===== src/rtl/atapi_seq_pkg.sv =====
package atapi_seq_pkg;

  typedef enum logic [2:0] {
    ST_IDLE,
    ST_PKT,
    ST_DECODE,
    ST_PREP,
    ST_XFER
  } seq_state_t;

  // task-file register addresses
  localparam logic [2:0] TF_ERR     = 3'd1;
  localparam logic [2:0] TF_BCLO    = 3'd4;
  localparam logic [2:0] TF_BCHI    = 3'd5;
  localparam logic [2:0] TF_CMDSTAT = 3'd7;

  // status bits
  localparam logic [7:0] STS_BSY  = 8'h80;
  localparam logic [7:0] STS_DRDY = 8'h40;
  localparam logic [7:0] STS_DRQ  = 8'h08;
  localparam logic [7:0] STS_ERR  = 8'h01;

  localparam logic [7:0] ERR_ABORT  = 8'h04;
  localparam logic [7:0] CMD_PACKET = 8'hA0;
  localparam logic [7:0] OPC_READ10 = 8'h28;

endpackage


===== src/rtl/atapi_rst_sync.sv =====
module atapi_rst_sync #(
  parameter int STAGES = 2
) (
  input  logic clk,
  input  logic arst_n,
  output logic srst_n
);

  logic [STAGES-1:0] sync_q;

  always_ff @(posedge clk or negedge arst_n) begin
    if (!arst_n) begin
      sync_q <= '0;
    end else begin
      sync_q <= {sync_q[STAGES-2:0], 1'b1};
    end
  end

  assign srst_n = sync_q[STAGES-1];

endmodule


===== src/rtl/atapi_pkt_capture.sv =====
module atapi_pkt_capture #(
  parameter int PKT_WORDS = 6,
  parameter int DP_W      = 16,
  parameter int OPC_WORD  = 0,
  parameter int CHI_WORD  = 3,
  parameter int CLO_WORD  = 4
) (
  input  logic            clk,
  input  logic            rst_n,
  input  logic            clear,
  input  logic            accept,
  input  logic [DP_W-1:0] wdata,
  output logic            last,
  output logic [7:0]      opcode,
  output logic [15:0]     blocks
);

  localparam int IDX_W = $clog2(PKT_WORDS);
  localparam logic [IDX_W-1:0] IDX_LAST = IDX_W'(PKT_WORDS - 1);
  localparam logic [IDX_W-1:0] IDX_OPC  = IDX_W'(OPC_WORD);
  localparam logic [IDX_W-1:0] IDX_CHI  = IDX_W'(CHI_WORD);
  localparam logic [IDX_W-1:0] IDX_CLO  = IDX_W'(CLO_WORD);

  logic [IDX_W-1:0] idx_q, idx_d;
  logic             idx_en;
  logic [7:0]       opc_q, chi_q, clo_q;
  logic             opc_en, chi_en, clo_en;

  always_comb begin
    idx_d  = idx_q;
    idx_en = 1'b0;
    if (clear) begin
      idx_d  = '0;
      idx_en = 1'b1;
    end else if (accept) begin
      idx_d  = (idx_q == IDX_LAST) ? '0 : idx_q + 1'b1;
      idx_en = 1'b1;
    end
  end

  // even packet bytes sit in the low half of a word, odd bytes in the high half
  assign opc_en = accept && (idx_q == IDX_OPC);
  assign chi_en = accept && (idx_q == IDX_CHI);
  assign clo_en = accept && (idx_q == IDX_CLO);

  always_ff @(posedge clk or negedge rst_n) begin
    if (!rst_n) begin
      idx_q <= '0;
      opc_q <= '0;
      chi_q <= '0;
      clo_q <= '0;
    end else begin
      if (idx_en) idx_q <= idx_d;
      if (opc_en) opc_q <= wdata[7:0];
      if (chi_en) chi_q <= wdata[15:8];
      if (clo_en) clo_q <= wdata[7:0];
    end
  end

  assign last   = accept && (idx_q == IDX_LAST);
  assign opcode = opc_q;
  assign blocks = {chi_q, clo_q};

endmodule


===== src/rtl/atapi_burst_calc.sv =====
module atapi_burst_calc #(
  parameter int BC_W  = 16,
  parameter int REM_W = 27
) (
  input  logic [REM_W-1:0] remaining,
  input  logic [BC_W-1:0]  limit,
  output logic [BC_W-1:0]  burst
);

  logic short_tail;

  always_comb begin
    short_tail = remaining < REM_W'(limit);
    if (short_tail) begin
      burst = remaining[BC_W-1:0];
    end else begin
      burst = {limit[BC_W-1:1], 1'b0};
    end
  end

endmodule


===== src/rtl/atapi_irq_ctrl.sv =====
module atapi_irq_ctrl (
  input  logic clk,
  input  logic rst_n,
  input  logic set,
  input  logic clr,
  output logic irq
);

  logic irq_q, irq_d, irq_en;

  always_comb begin
    irq_d  = irq_q;
    irq_en = 1'b0;
    if (set) begin
      irq_d  = 1'b1;
      irq_en = 1'b1;
    end else if (clr) begin
      irq_d  = 1'b0;
      irq_en = 1'b1;
    end
  end

  always_ff @(posedge clk or negedge rst_n) begin
    if (!rst_n) begin
      irq_q <= 1'b0;
    end else if (irq_en) begin
      irq_q <= irq_d;
    end
  end

  assign irq = irq_q;

endmodule


===== src/rtl/atapi_pio_seq.sv =====
module atapi_pio_seq
  import atapi_seq_pkg::*;
#(
  parameter int TF_DW       = 8,
  parameter int DP_W        = 16,
  parameter int BLK_SHIFT   = 11,
  parameter int PKT_WORDS   = 6,
  parameter int SYNC_STAGES = 2
) (
  input  logic             clk,
  input  logic             rst_n,
  input  logic             tf_wr,
  input  logic             tf_rd,
  input  logic [2:0]       tf_addr,
  input  logic [TF_DW-1:0] tf_wdata,
  output logic [TF_DW-1:0] tf_rdata,
  input  logic             dp_wr,
  input  logic             dp_rd,
  input  logic [DP_W-1:0]  dp_wdata,
  output logic [DP_W-1:0]  dp_rdata,
  input  logic             src_valid,
  input  logic [DP_W-1:0]  src_data,
  output logic             src_ready,
  output logic             irq
);

  localparam int BC_W  = 2 * TF_DW;
  localparam int REM_W = BC_W + BLK_SHIFT;

  logic rst_sync_n;

  seq_state_t       state_q, state_d;
  logic [BC_W-1:0]  lim_q, lim_d;
  logic [BC_W-1:0]  bc_q, bc_d;
  logic [BC_W-1:0]  burst_q, burst_d;
  logic [BC_W-1:0]  wcnt_q, wcnt_d;
  logic [REM_W-1:0] rem_q, rem_d;
  logic             err_q, err_d;
  logic             lim_en, bc_en, burst_en, wcnt_en, rem_en, err_en;

  logic             cmd_wr, status_rd, pkt_start, pkt_accept, pkt_last;
  logic             xfer_rd, irq_set, in_xfer;
  logic [BC_W-1:0]  lim_even, burst_sz;
  logic [7:0]       pkt_opcode;
  logic [15:0]      pkt_blocks;
  logic [7:0]       status;

  atapi_rst_sync #(.STAGES(SYNC_STAGES)) u_rst (
    .clk    (clk),
    .arst_n (rst_n),
    .srst_n (rst_sync_n)
  );

  assign cmd_wr     = tf_wr && (tf_addr == TF_CMDSTAT);
  assign status_rd  = tf_rd && (tf_addr == TF_CMDSTAT);
  assign pkt_start  = cmd_wr && (tf_wdata == CMD_PACKET) && (state_q == ST_IDLE);
  assign pkt_accept = dp_wr && (state_q == ST_PKT);
  assign in_xfer    = (state_q == ST_XFER);
  assign xfer_rd    = dp_rd && in_xfer && src_valid;
  assign lim_even   = {bc_q[BC_W-1:1], 1'b0};

  atapi_pkt_capture #(.PKT_WORDS(PKT_WORDS), .DP_W(DP_W)) u_pkt (
    .clk    (clk),
    .rst_n  (rst_sync_n),
    .clear  (pkt_start),
    .accept (pkt_accept),
    .wdata  (dp_wdata),
    .last   (pkt_last),
    .opcode (pkt_opcode),
    .blocks (pkt_blocks)
  );

  atapi_burst_calc #(.BC_W(BC_W), .REM_W(REM_W)) u_burst (
    .remaining (rem_q),
    .limit     (lim_q),
    .burst     (burst_sz)
  );

  atapi_irq_ctrl u_irq (
    .clk   (clk),
    .rst_n (rst_sync_n),
    .set   (irq_set),
    .clr   (status_rd),
    .irq   (irq)
  );

  // next-state process
  always_comb begin
    state_d  = state_q;
    lim_d    = lim_q;
    lim_en   = 1'b0;
    bc_d     = bc_q;
    bc_en    = 1'b0;
    burst_d  = burst_q;
    burst_en = 1'b0;
    wcnt_d   = wcnt_q;
    wcnt_en  = 1'b0;
    rem_d    = rem_q;
    rem_en   = 1'b0;
    err_d    = err_q;
    err_en   = 1'b0;
    irq_set  = 1'b0;
    unique case (state_q)
      ST_IDLE: begin
        if (tf_wr && (tf_addr == TF_BCLO)) begin
          bc_d  = {bc_q[BC_W-1:TF_DW], tf_wdata};
          bc_en = 1'b1;
        end
        if (tf_wr && (tf_addr == TF_BCHI)) begin
          bc_d  = {tf_wdata, bc_q[TF_DW-1:0]};
          bc_en = 1'b1;
        end
        if (pkt_start) begin
          err_en = 1'b1;
          if (lim_even == '0) begin
            err_d   = 1'b1;
            irq_set = 1'b1;
          end else begin
            err_d   = 1'b0;
            lim_d   = bc_q;
            lim_en  = 1'b1;
            state_d = ST_PKT;
          end
        end
      end
      ST_PKT: begin
        if (pkt_last) begin
          state_d = ST_DECODE;
        end
      end
      ST_DECODE: begin
        if (pkt_opcode != OPC_READ10) begin
          err_d   = 1'b1;
          err_en  = 1'b1;
          irq_set = 1'b1;
          state_d = ST_IDLE;
        end else begin
          rem_d   = REM_W'(pkt_blocks) << BLK_SHIFT;
          rem_en  = 1'b1;
          state_d = ST_PREP;
        end
      end
      ST_PREP: begin
        irq_set = 1'b1;
        if (rem_q == '0) begin
          state_d = ST_IDLE;
        end else begin
          burst_d  = burst_sz;
          burst_en = 1'b1;
          bc_d     = burst_sz;
          bc_en    = 1'b1;
          wcnt_d   = burst_sz >> 1;
          wcnt_en  = 1'b1;
          state_d  = ST_XFER;
        end
      end
      ST_XFER: begin
        if (xfer_rd) begin
          wcnt_d  = wcnt_q - 1'b1;
          wcnt_en = 1'b1;
          if (wcnt_q == BC_W'(1)) begin
            rem_d   = rem_q - REM_W'(burst_q);
            rem_en  = 1'b1;
            state_d = ST_PREP;
          end
        end
      end
      default: begin
        state_d = ST_IDLE;
      end
    endcase
  end

  // register process
  always_ff @(posedge clk or negedge rst_sync_n) begin
    if (!rst_sync_n) begin
      state_q <= ST_IDLE;
      lim_q   <= '0;
      bc_q    <= '0;
      burst_q <= '0;
      wcnt_q  <= '0;
      rem_q   <= '0;
      err_q   <= 1'b0;
    end else begin
      state_q <= state_d;
      if (lim_en)   lim_q   <= lim_d;
      if (bc_en)    bc_q    <= bc_d;
      if (burst_en) burst_q <= burst_d;
      if (wcnt_en)  wcnt_q  <= wcnt_d;
      if (rem_en)   rem_q   <= rem_d;
      if (err_en)   err_q   <= err_d;
    end
  end

  // status and read-back
  always_comb begin
    unique case (state_q)
      ST_IDLE:   status = STS_DRDY | (err_q ? STS_ERR : 8'h00);
      ST_PKT:    status = STS_DRDY | STS_DRQ;
      ST_XFER:   status = src_valid ? (STS_DRDY | STS_DRQ) : (STS_DRDY | STS_BSY);
      default:   status = STS_DRDY | STS_BSY;
    endcase
  end

  always_comb begin
    unique case (tf_addr)
      TF_ERR:     tf_rdata = err_q ? ERR_ABORT : '0;
      TF_BCLO:    tf_rdata = bc_q[TF_DW-1:0];
      TF_BCHI:    tf_rdata = bc_q[BC_W-1:TF_DW];
      TF_CMDSTAT: tf_rdata = status;
      default:    tf_rdata = '0;
    endcase
  end

  assign dp_rdata  = in_xfer ? src_data : '0;
  assign src_ready = xfer_rd;

endmodule


===== config.mk =====
export PLATFORM = sky130hd
export DESIGN_NAME = atapi_pio_seq
export DESIGN_NICKNAME = d
export VERILOG_FILES = /design/src/rtl/atapi_seq_pkg.sv /design/src/rtl/atapi_rst_sync.sv /design/src/rtl/atapi_pkt_capture.sv /design/src/rtl/atapi_burst_calc.sv /design/src/rtl/atapi_irq_ctrl.sv /design/src/rtl/atapi_pio_seq.sv
export SDC_FILE = /design/constraint.sdc
export NUM_CORES = 1
export LEC_CHECK = 0
export ABC_AREA = 1
export BUFFER_PORTS_ARGS = -buffer_cell sky130_fd_sc_hd__buf_2
export CAP_MARGIN = 20
export CORE_UTILIZATION = 51
export CTS_CLUSTER_SIZE = 20
export DETAILED_ROUTE_END_ITERATION = 12
export HOLD_SLACK_MARGIN = 0.12
export PLACE_DENSITY_LB_ADDON = 0.1
export REMOVE_ABC_BUFFERS = 1
export SLEW_MARGIN = 20
export SYNTH_ARGS = -nofsm -noshare
export SYNTH_HDL_FRONTEND = slang
export SYNTH_SLANG_ARGS = --single-unit

===== constraint.sdc =====
create_clock -name clk -period 7.65 [get_ports clk]
set_clock_uncertainty 0.2 [all_clocks]
set_input_delay 1.53 -clock clk [delete_from_list [all_inputs] [get_ports clk]]
set_output_delay 1.53 -clock clk [all_outputs]
set_load 0.05 [all_outputs]

# ---- Yosys cells after proc, flatten, opt, wreduce, memory -nomap -nowiden
# Cells that the tools add are included.
dict set report totals {
  reg_bits 125
  inputBits 50
  output_inout_bits 26
}
dict set report op_classes {
  add_sub_neg 3
  magnitude_cmp 1
  eq_ne 25
  muxes 58
  n_bitwise 2
  n_reduce_logical 33
}
# operator n
set op_table {}
lappend op_table {{16-bit 2-to-1 mux} 6}
lappend op_table {{27-bit 2-to-1 mux} 3}
lappend op_table {{16-bit one-hot mux with 2 select lines} 2}
lappend op_table {{27-bit one-hot mux with 2 select lines} 1}
lappend op_table {{8-bit one-hot mux with 4 select lines} 1}
lappend op_table {{3-bit 2-to-1 mux} 10}
lappend op_table {{27-bit logical NOT} 1}
lappend op_table {{27-bit by 16-bit less-than comparator with 1-bit output} 1}
lappend op_table {{27-bit by 16-bit subtractor with 27-bit output} 1}
lappend op_table {{1-bit 2-to-1 mux} 24}
lappend op_table {{8-bit one-hot mux with 3 select lines} 1}
lappend op_table {{3-bit equality test (second input constant)} 6}
lappend op_table {{16-bit by 1-bit equality test with 1-bit output (second input constant)} 1}
lappend op_table {{16-bit logical NOT} 1}
lappend op_table {{8-bit 2-to-1 mux} 2}
lappend op_table {{2-bit != test (second input constant)} 8}
lappend op_table {{4-bit AND reduction} 4}
lappend op_table {{16-bit by 1-bit subtractor with 16-bit output (second input constant)} 1}
lappend op_table {{3-bit one-hot mux with 5 select lines} 1}
lappend op_table {{5-bit AND reduction} 3}
lappend op_table {{1-bit logical AND} 13}
lappend op_table {{2-bit nonzero test} 6}
lappend op_table {{1-bit one-hot mux with 2 select lines} 5}
lappend op_table {{3-bit by 2-bit equality test with 1-bit output (second input constant)} 3}
lappend op_table {{other kinds (11)} 17}

# ---- Depth between registers and ports, before layout
dict set report depth {
  word_depth 8
  depth_mapped 16
  mapped_depth_nobuf 16
}

# ---- Hierarchy
# A second synthesis with hierarchy kept.
dict set report hier_totals {
  cells_unflattened 1307
  area_unflattened_um2 8775.9
}
# module n_inst cells_per_inst area_each_um2 seq_area_each_um2
set modules_own_cells {}
lappend modules_own_cells {atapi_pio_seq 1 1029 6697.7 2377.3}
lappend modules_own_cells {atapi_pkt_capture 1 132 1234.9 675.6}
lappend modules_own_cells {atapi_burst_calc 1 138 749.5 0.0}
lappend modules_own_cells {atapi_rst_sync 1 3 53.8 50.0}
lappend modules_own_cells {atapi_irq_ctrl 1 5 40.0 25.0}

# ---- Worst setup path after synthesis
# OpenSTA, ideal clock, no wires.
dict set report synth_timing {
  path_kind {in2out}
  from {input tf_addr[2]}
  to {output tf_rdata[7]}
  arrival_time_ns 2.738
  required_time_ns 5.920
  path_slack_ns 3.182
  cell_stages 4
  path_cell_list {inv_1 > nor2_1 > nand2_1 > o221ai_1}
}
dict set report synth_via {
  elab_chain_len 2
  word_cells_on_any_way 5
  cone_classes {eq/ne (4); mux (1)}
}
# item line_no
set synth_lines {}
lappend synth_lines {{from (decl)} atapi_pio_seq.sv:14} ;# input logic [2:0] tf_addr,
lappend synth_lines {{3-bit equality test / 3-bit by 1-bit equality test with 1-bit output (equally long branches)} atapi_pio_seq.sv:206} ;# unique case (tf_addr)
lappend synth_lines {{8-bit one-hot mux with 4 select lines (*)} atapi_pio_seq.sv:206}
lappend synth_lines {{to (decl)} atapi_pio_seq.sv:16} ;# output logic [TF_DW-1:0] tf_rdata,
# Mark *: on every way between the ends. The rest lies on a longest branch, timed or not.

# ---- Final worst setup path
dict set report layout_timing {
  from {register state_q[1]}
  to {output src_ready}
}
dict set report layout_via {
  elab_chain_len 3
}
# item line_no
set layout_lines {}
lappend layout_lines {{from (decl)} atapi_pio_seq.sv:32} ;# seq_state_t state_q, state_d;
lappend layout_lines {{from (signal assigned)} atapi_pio_seq.sv:185} ;# state_q <= state_d;
lappend layout_lines {{3-bit equality test} atapi_pio_seq.sv:58} ;# assign in_xfer = (state_q == ST_XFER);
lappend layout_lines {{1-bit logical AND (2 in a row)} atapi_pio_seq.sv:59} ;# assign xfer_rd = dp_rd && in_xfer && src_valid;
lappend layout_lines {{to (decl)} atapi_pio_seq.sv:23} ;# output logic src_ready,
# No other way between the ends.

==> metrics <==
CP Max Fanout 29; synthesized instance count 1,263; max cap viols 0; GPL Wtd Cong 0.925; top cells by area, synth dfrtp_1 36%, nand2_1 14%, inv_1 9.0%; final hold vios 0; die area 17,700 um2; Synth warnings 0; initial antenna violation count 0; Setup-failing EPs final 0; Initial Util 52.6%; RSZ-0062 raised after global routing false; CTS tree done; Slew @ Worst Pin 1.02 ns; DRT iter0 DRCs 624; CP cell instances nor2_1 -> nand2_1 -> nor2_1 -> nand2_2 -> inv_2 -> buf_2; Clock Tree Buf Depth 2; Post-synth ARST share 100%; commonest non-fill, non-tap cells in the layout 327 x nand2_1, 210 x inv_1, 146 x nor2_1; WHS Endpoint u_rst.sync_q[1]$_DFF_PN0_; largest family of logic cells by synthesized area simple AND/OR/NAND/NOR gates; # rows 47; Clk Latency, worst-skew pair 0.44 ns; Synth Flop Type dfrtp_1; sequential area share after synthesis 35.6%; Final ANT Viol Nets 0; Synth Area in XOR/XNOR 1.50%; reg-to-reg slack, setup 4.37 ns; Ports 76; post-route cell area 9910 um2; Syn Std Cell Area 8780 um2; top cell type's share of synthesized area 35.6%; WP data arrival 2.68 ns; Max Clk Rate 227 MHz; number of global-route vias before repair 7,748; Detailed Place HPWL 18,500 um; layout cells sized above 1 15.1%; routed wire length 23,900 um; run status finished, final reports clean; Slew HR 31.7%; Remaining DRCs 0; Req. time, crit path 5.92 ns; setup bufs post-CTS 0; DR vias/cell 5.23; Hold Startpoint u_rst.sync_q[0]$_DFF_PN0_; EDFF count, synth 0; compound-gate portion of the synthesized area 10.0%; # nets final 1,418; n_diodes 0; R2R Path End rem_q[13]$_DFFE_PN0P_; Tmin final 4.41 ns; CTS sink cnt 125; Fin Hold WS 0.159 ns; GRT overflow 0; chip width 133 um; first-pass GRT wire length 39,500 um; Startpoint Class flip-flop; IO Port Bufs 75; Distinct cells, synth 48; worst min path class flip-flop to flip-flop; worst setup path class flip-flop to output port; Yosys reg bits 125; Power, Total 3610 uW; FF-to-FF path depth 8; syn_area_per_cell 6.95 um2; Setup TNS 0 ns; Placed Area 9290 um2; Final Max Tran Viols 0; Min-Delay Path Depth 0; CTS Root Cell clkbuf_16; fill count 1,640; most common cell after layout, fill and taps aside nand2_1; Crit. Startpoint state_q[1]$_DFFE_PN0P_; Syn-to-layout area delta 12.9%; LEAKAGE 0.00538 uW; Die H 133 um; CP dominant cell by count nor2_1; CTS Hold Buffers Added 0; Setup crit end kind output port; Core Area 16,700 um2; maximum vdd ir drop 0.421 mV; largest net degree at the start of global routing 66; Finished Core Util 59.3%; post-synth top area cell dfrtp_1; clock slew at reported path FFs 0.07 ns; post-synthesis mux area share 1.03%; CTS buffer count 17; total global-route track usage 28.7%; power per cell area 365 nW/um2; # H-tree levels 4; vias 8,197; period utilization 57.6%; WL per Instance 15.3 um; CP peak stage delay 0.60 ns; Resize count post-CTS 0; DRT Pass-1 Iters 5; Crit-path slowest cell nand2_1; Adder-Cell Fraction of Synth Area 5.07%; Simple-Gate Fraction of Synth Area 35.2%; reg2reg start state_q[1]$_DFFE_PN0P_
per-stage QoR:
stage                     setup WS [ns]  cells
final                              3.24   1566
after CTS                          3.24   1566
after global routing               3.06   1566
after floorplan                    3.18   1236
after global placement             3.32   1534
after detailed placement           3.35   1534
worst max-delay path: cells and delay by family (launching register included):
family	cells	cell delay (ns)
flip-flops	1	0.44
buffers and inverters	2	0.41
AND/OR/NAND/NOR	4	1.37
layout make-up:
| type | count | area, um2 | share of cell area (%) |
|---|---|---|---|
| clock inverter | 15 | 190 | 1.92 |
| inverter | 224 | 841 | 8.49 |
| multi-input combinational | 887 | 4650 | 46.9 |
| tap | 220 | 275 | 2.78 |
| clock buffer | 17 | 425 | 4.29 |
| timing repair buffer | 78 | 398 | 4.02 |
| sequential | 125 | 3130 | 31.6 |
worst max-delay path by stage:
stage                             end  cells past startpoint  slack [ns]
after floorplan           tf_rdata[7]                      4        3.18
after global placement    tf_rdata[1]                      6        3.32
after detailed placement  tf_rdata[1]                      6        3.35
after CTS                   src_ready                      6        3.24
after global routing        src_ready                      6        3.06
final                       src_ready                      6        3.24
synth_stat cells, drive strengths merged (3+ instances only):
library cell and number:
nand2 351, inv 223, nor2 153, dfrtp 125
nand3 113, o21ai 68, a21oi 53, nor3 37
ha 34, buf 19, nand4 18, o22ai 14
clkbuf 8, mux2 8, xor2 8, xnor2 7
o221ai 6, nand3b 3
kinds of logic (layout without fill, tap and decap cells):
kind of cell               count (synthesis)  after routing
AOI/OAI and AO/OA                        149            149
xor gates and xnor gates                  15             15
adders and majority gates                 35             35
buffers and inverters                    251            334
DFF                                      125            125
muxes                                      8              8
other                                      1              1
and+or+nand+nor                          679            679
layer usage:
| layer | share of wire, % | GRT usage [%] | routed length (um) | vias to the layer above |
|---|---|---|---|---|
| met3 | 4.7 | 4.30 | 1120 | 32 |
| met5 | 0 | 0 | 0 | - |
| li1 | - | - | - | 4155 |
| met4 | 2.0 | 8.21 | 467 | 0 |
| met1 | 49 | 42.0 | 11700 | 3777 |
| met2 | 44 | 44.0 | 10600 | 233 |
where the power goes:
group	total (uW)	switching (uW)	internal [uW]
clock	843	370	473
sequential	897	124	774
combinational	1870	1330	544
registers in the layout (all words and copies together) (netlist names), 2 cells and up:
signal        flops
wcnt_q           16
u_pkt.clo_q       8
u_pkt.chi_q       8
state_q           3
u_pkt.idx_q       3
lim_q            16
u_pkt.opcode      8
u_rst.sync_q      2
bc_q             16
burst_q          16
rem_q            27
Power figures use the tool's default switching activity.
